--- src/rtl/sat_clamp_pkg.sv ---
package sat_clamp_pkg;

  typedef struct packed {
    logic valid;
    logic ovf;
    logic illegal;
  } sat_flags_t;

  // Bit width of lane option idx given the narrowest option.
  function automatic int lane_width(input int min_w, input int idx);
    return min_w << idx;
  endfunction

endpackage

--- src/rtl/sat_limits.sv ---
module sat_limits #(
  parameter int RES_W = 72,
  parameter int MIN_W = 8,
  parameter int NUM_W = 4,
  parameter int SEL_W = 2,
  parameter int DST_W = 64
) (
  input  logic [SEL_W-1:0] sel_i,
  input  logic             signed_i,
  output logic [RES_W-1:0] hi_o,
  output logic [RES_W-1:0] lo_o,
  output logic [DST_W-1:0] mask_o
);
  import sat_clamp_pkg::*;

  logic [RES_W-1:0] u_hi [NUM_W];
  logic [RES_W-1:0] s_hi [NUM_W];
  logic [RES_W-1:0] s_lo [NUM_W];

  for (genvar g = 0; g < NUM_W; g++) begin : g_lane
    localparam int W = lane_width(MIN_W, g);
    assign u_hi[g] = {{(RES_W - W){1'b0}}, {W{1'b1}}};
    assign s_hi[g] = {{(RES_W - W + 1){1'b0}}, {(W - 1){1'b1}}};
    assign s_lo[g] = {{(RES_W - W + 1){1'b1}}, {(W - 1){1'b0}}};
  end

  always_comb begin
    if (signed_i) begin
      hi_o = s_hi[sel_i];
      lo_o = s_lo[sel_i];
    end else begin
      hi_o = u_hi[sel_i];
      lo_o = '0;
    end
    mask_o = u_hi[sel_i][DST_W-1:0];
  end

endmodule

--- src/rtl/sat_core.sv ---
module sat_core #(
  parameter int RES_W = 72,
  parameter int DST_W = 64
) (
  input  logic [RES_W-1:0] res_i,
  input  logic [RES_W-1:0] hi_i,
  input  logic [RES_W-1:0] lo_i,
  input  logic [DST_W-1:0] mask_i,
  output logic [DST_W-1:0] val_o,
  output logic             hit_o
);
  logic             above, below;
  logic [RES_W-1:0] picked;

  always_comb begin
    above  = $signed(res_i) > $signed(hi_i);
    below  = $signed(res_i) < $signed(lo_i);
    if (above)      picked = hi_i;
    else if (below) picked = lo_i;
    else            picked = res_i;
    val_o  = picked[DST_W-1:0] & mask_i;
    hit_o  = above | below;
  end

endmodule

--- src/rtl/sat_stage.sv ---
module sat_stage #(
  parameter int DST_W   = 64,
  parameter bit OUT_REG = 1'b1
) (
  input  logic                      clk,
  input  logic                      rst,
  input  sat_clamp_pkg::sat_flags_t flags_i,
  input  logic [DST_W-1:0]          val_i,
  output sat_clamp_pkg::sat_flags_t flags_o,
  output logic [DST_W-1:0]          val_o
);
  import sat_clamp_pkg::*;

  sat_flags_t       gated_flags;
  logic [DST_W-1:0] gated_val;

  always_comb begin
    gated_flags.valid   = flags_i.valid;
    gated_flags.ovf     = flags_i.valid & flags_i.ovf;
    gated_flags.illegal = flags_i.valid & flags_i.illegal;
    gated_val           = flags_i.valid ? val_i : '0;
  end

  if (OUT_REG) begin : g_reg
    always_ff @(posedge clk) begin
      if (rst) begin
        flags_o <= '0;
        val_o   <= '0;
      end else begin
        flags_o <= gated_flags;
        val_o   <= gated_val;
      end
    end
  end else begin : g_comb
    assign flags_o = gated_flags;
    assign val_o   = gated_val;
  end

endmodule

--- src/rtl/sat_clamp_unit.sv ---
module sat_clamp_unit #(
  parameter int RES_W   = 72,
  parameter int MIN_W   = 8,
  parameter int NUM_W   = 4,
  parameter bit OUT_REG = 1'b1,
  localparam int SEL_W  = $clog2(NUM_W),
  localparam int DST_W  = MIN_W << (NUM_W - 1)
) (
  input  logic             clk,
  input  logic             rst,
  input  logic             in_valid_i,
  input  logic [RES_W-1:0] res_i,
  input  logic             signed_i,
  input  logic [SEL_W-1:0] dw_sel_i,
  input  logic             rc_i,
  input  logic             oe_i,
  output logic             out_valid_o,
  output logic [DST_W-1:0] val_o,
  output logic             ovf_o,
  output logic             illegal_o
);
  import sat_clamp_pkg::*;

  logic [RES_W-1:0] hi, lo;
  logic [DST_W-1:0] mask, clamped;
  logic             hit;
  sat_flags_t       flags_c, flags_q;

  sat_limits #(
    .RES_W(RES_W), .MIN_W(MIN_W), .NUM_W(NUM_W), .SEL_W(SEL_W), .DST_W(DST_W)
  ) u_limits (
    .sel_i(dw_sel_i), .signed_i(signed_i),
    .hi_o(hi), .lo_o(lo), .mask_o(mask)
  );

  sat_core #(.RES_W(RES_W), .DST_W(DST_W)) u_core (
    .res_i(res_i), .hi_i(hi), .lo_i(lo), .mask_i(mask),
    .val_o(clamped), .hit_o(hit)
  );

  always_comb begin
    flags_c.valid   = in_valid_i;
    flags_c.ovf     = rc_i & hit;
    flags_c.illegal = oe_i;
  end

  sat_stage #(.DST_W(DST_W), .OUT_REG(OUT_REG)) u_stage (
    .clk(clk), .rst(rst),
    .flags_i(flags_c), .val_i(clamped),
    .flags_o(flags_q), .val_o(val_o)
  );

  assign out_valid_o = flags_q.valid;
  assign ovf_o       = flags_q.ovf;
  assign illegal_o   = flags_q.illegal;

endmodule

--- config.mk ---
export PLATFORM = sky130hd
export DESIGN_NAME = sat_clamp_unit
export DESIGN_NICKNAME = d
export VERILOG_FILES = /design/src/rtl/sat_clamp_pkg.sv /design/src/rtl/sat_limits.sv /design/src/rtl/sat_core.sv /design/src/rtl/sat_stage.sv /design/src/rtl/sat_clamp_unit.sv
export SDC_FILE = /design/constraint.sdc
export NUM_CORES = 1
export LEC_CHECK = 0
export CAP_MARGIN = 15
export CORE_ASPECT_RATIO = 1.25
export CORE_UTILIZATION = 25
export DETAILED_ROUTE_END_ITERATION = 8
export HOLD_SLACK_MARGIN = 0.15
export PLACE_DENSITY_LB_ADDON = 0.2
export SLEW_MARGIN = 20
export SYNTH_ARGS = -nofsm -noshare
export SYNTH_HDL_FRONTEND = slang
export SYNTH_HIERARCHICAL = 1
export SYNTH_SLANG_ARGS = --single-unit
--- constraint.sdc ---
create_clock -name clk -period 7.2 [get_ports clk]
set_clock_uncertainty 0.15 [all_clocks]
set_input_delay 2.16 -clock clk [delete_from_list [all_inputs] [get_ports clk]]
set_output_delay 2.16 -clock clk [all_outputs]
set_load 0.01 [all_outputs]
==> metrics <==
Via density=roughly 4.6; largest area contributor in the netlist=ha_1; Starting Density=25.4%; die footprint=45700 um^2; CTS root buf=clkbuf_16; hold slack final=~2.2 ns; Synth top cells by count=213 x inv_1, 201 x buf_4, 143 x ha_1; status=finished, final reports clean; core area=about 44000 um^2; met3 Usage GRT=slightly above 2%; Worst-path clk slew=approximately 0.060 ns; Die Width=191 um; CTS tree=built; Synth cell types=55; leak pwr=about 5.9 nW; Antenna diodes=0; Post-synth EDFFs=0; CP Depth=16; largest net degree at the start of global routing=roughly 130; Post-Syn Area per Cell=8.59 um^2; Power Density=~140 nW/um^2; RSZ-0062 raised after global routing=no; area share of the largest cell type after synthesis=between 10% and 20%; crit-path cells=clkdlybuf4s50_1 > and2_4 > nor2_4 > buf_12 > inv_1 > ha_1 > nand4_1 > nor3_1 > and3_1 > nand4b_1 > a31o_1 > nand3_4 > buf_4 > mux2_2 > a211oi_1 > and3b_1; final worst path period need=between 6 and 7 ns; final period utilization=around nine tenths; maximum vdd ir drop=0.143 mV; wirelength, routed=~31000 um; first-pass GRT wire length=48400 um; setup TNS=0 ns; top cells by area, synth=ha_1 16%, buf_4 13%, dfxtp_1 12%; Antenna Nets Post-Route=0; Post-layout nets=around 1500; Global Route met2 Usage=25.6%; clk sinks=67; layout cell share with drive strength beyond 1=between 10 and 15%; ys flop type=dfxtp_1; Crit. End Element=flip-flop; Seq/Total Area, Yosys=12.0%; Slew HR=between 30 and 40%; critical path's top delay family=simple AND/OR/NAND/NOR gates; worst setup path start=dw_sel_i[0]; max-cap viol count=0; WP data required=approximately 7.4 ns; fmax=about 0.15 GHz; Vias=8400; initial antenna violation count=1; Synth Instances=between 1000 and 1500; Area growth, synth to finish=9.67%; IO Count=~150; startpoint types=input pin; GR met1 Demand/Resource=between 10% and 20%; routability cong.=approximately 0.76; # DRC=0; Max clock buf depth=2; DRT Pass-1 Iters=4; Setup violations, final=0; IO Port Bufs=roughly 150; async set-reset flop share out of synthesis=0%; Mapped Area=11200 um^2; CTS Hold Bufs=0; Tightest Pin Transition=0.912 ns; Buf+Inv Stages, Crit Path=4; crit path DAT=between 6 and 7 ns; CP endpoint=u_stage/val_o[0]; Resized Gates After CTS=0; worst setup path category=in -> reg; warnings from Yosys=6; TritonCTS buffer count=9; worst stage delay on the critical path=0.58 ns; Yosys reg bits=67; busiest layer in global routing=met2; Congestion Overflow GR=0; Slew Viols, Final=0; Max H-tree Level=3; Crit Path Max Fanout=55; vias in the first global route=8260; Hold Vio Cnt, Final=0; dpl hpwl=between 20000 and 25000 um; min-delay worst type=in -> reg; Die H=around 240 um; CP max stage cell=clkdlybuf4s50_1; DR iter-0 viols=just over 300; WL/cell=around 17 um; Post-CTS Setup Inserts=0; GRT Resource Usage Total=roughly 14%; std cell rows=86; top-count cell post-synth=inv_1
## registers in the layout, summed over array words and instances, names as in the netlist
register / flops
u_stage/flags_o: 3
u_stage/val_o: 64
## power breakdown
group          internal, W  switching, W
sequential        0.000384    0.00000472
clock             0.000312      0.000211
combinational     0.000368      0.000403
total              0.00106      0.000618
## per-stage QoR
stage / utilization (%) / power, W / worst slack [ns] / cell area, um^2 / cells
2_1_floorplan: - / 0.00102 / 0.830 / 11300 / 1333
3_3_place_gp: 27.1 / 0.00117 / 0.294 / 12000 / 1814
3_5_place_dp: 27.1 / 0.00118 / 0.248 / 12000 / 1814
4_1_cts: 27.9 / 0.00172 / 0.651 / 12300 / 1830
5_1_grt: 27.9 / 0.00180 / 0.456 / 12300 / 1830
6_report: 27.9 / 0.00168 / 0.718 / 12300 / 1830
## layout make-up
type                            count  area, um^2
Clock inverter                      6        88.8
Fill cell                        4767       31800
Multi-Input combinational cell    792        7400
Inverter                          213         800
Sequential cell                    67        1340
Tap cell                          572         716
Clock buffer                       10         239
Timing Repair Buffer              170        1700
## routing by layer
layer  vias up  wire, um
met5         -        13
met4         2       519
met3        24       849
met2       104     16000
met1      4016     13800
li1       4254         -
## cells in the final DEF (no fill, tap or decap), drive strengths merged, types with 3 or more instances in the layout
cell type and count:
o21a 3, a221oi 4, inv 213, nor4 3, and2 4, nor2 11, a21oi 56, ha 143
mux2i 126, clkbuf 10, dfxtp 67, nor2b 8, and3b 66, nand3 16, nand2 24, nand4 27
buf 27, mux2 63, and4 4, conb 30, a21o 20, clkdlybuf4s50 143, nand2b 3, a211oi 128
nor3 7, o21ai 18, o211ai 4
## how the worst min path moves through the flow
stage	depth (start not counted)	slack [ns]	from	end
global placement	4	2.58	dw_sel_i[1]	u_stage/val_o[31]
finish	4	2.18	dw_sel_i[1]	u_stage/val_o[31]
global route	4	2.19	dw_sel_i[1]	u_stage/val_o[31]
detailed placement	4	2.58	dw_sel_i[1]	u_stage/val_o[31]
CTS	4	2.16	dw_sel_i[1]	u_stage/val_o[31]
floorplan	1	2.17	oe_i	u_stage/flags_o[0]
## worst min-delay path: stages
cell	delay [ns]
buf_2	0.21
inv_1	0.10
a211oi_2	0.04
and3b_1	0.15
## cell families after synthesis
logic type / count (synthesis) / share of synthesized area (%)
buffers and inverters: 474 / 23.4
AOI/OAI and AO/OA: 250 / 18.0
muxes: 189 / 19.6
and+or+nand+nor: 180 / 11.0
adders and majority gates: 143 / 16.0
DFF: 67 / 12.0
other: 2 / 0.0670
(Power assumes the default switching activity.)
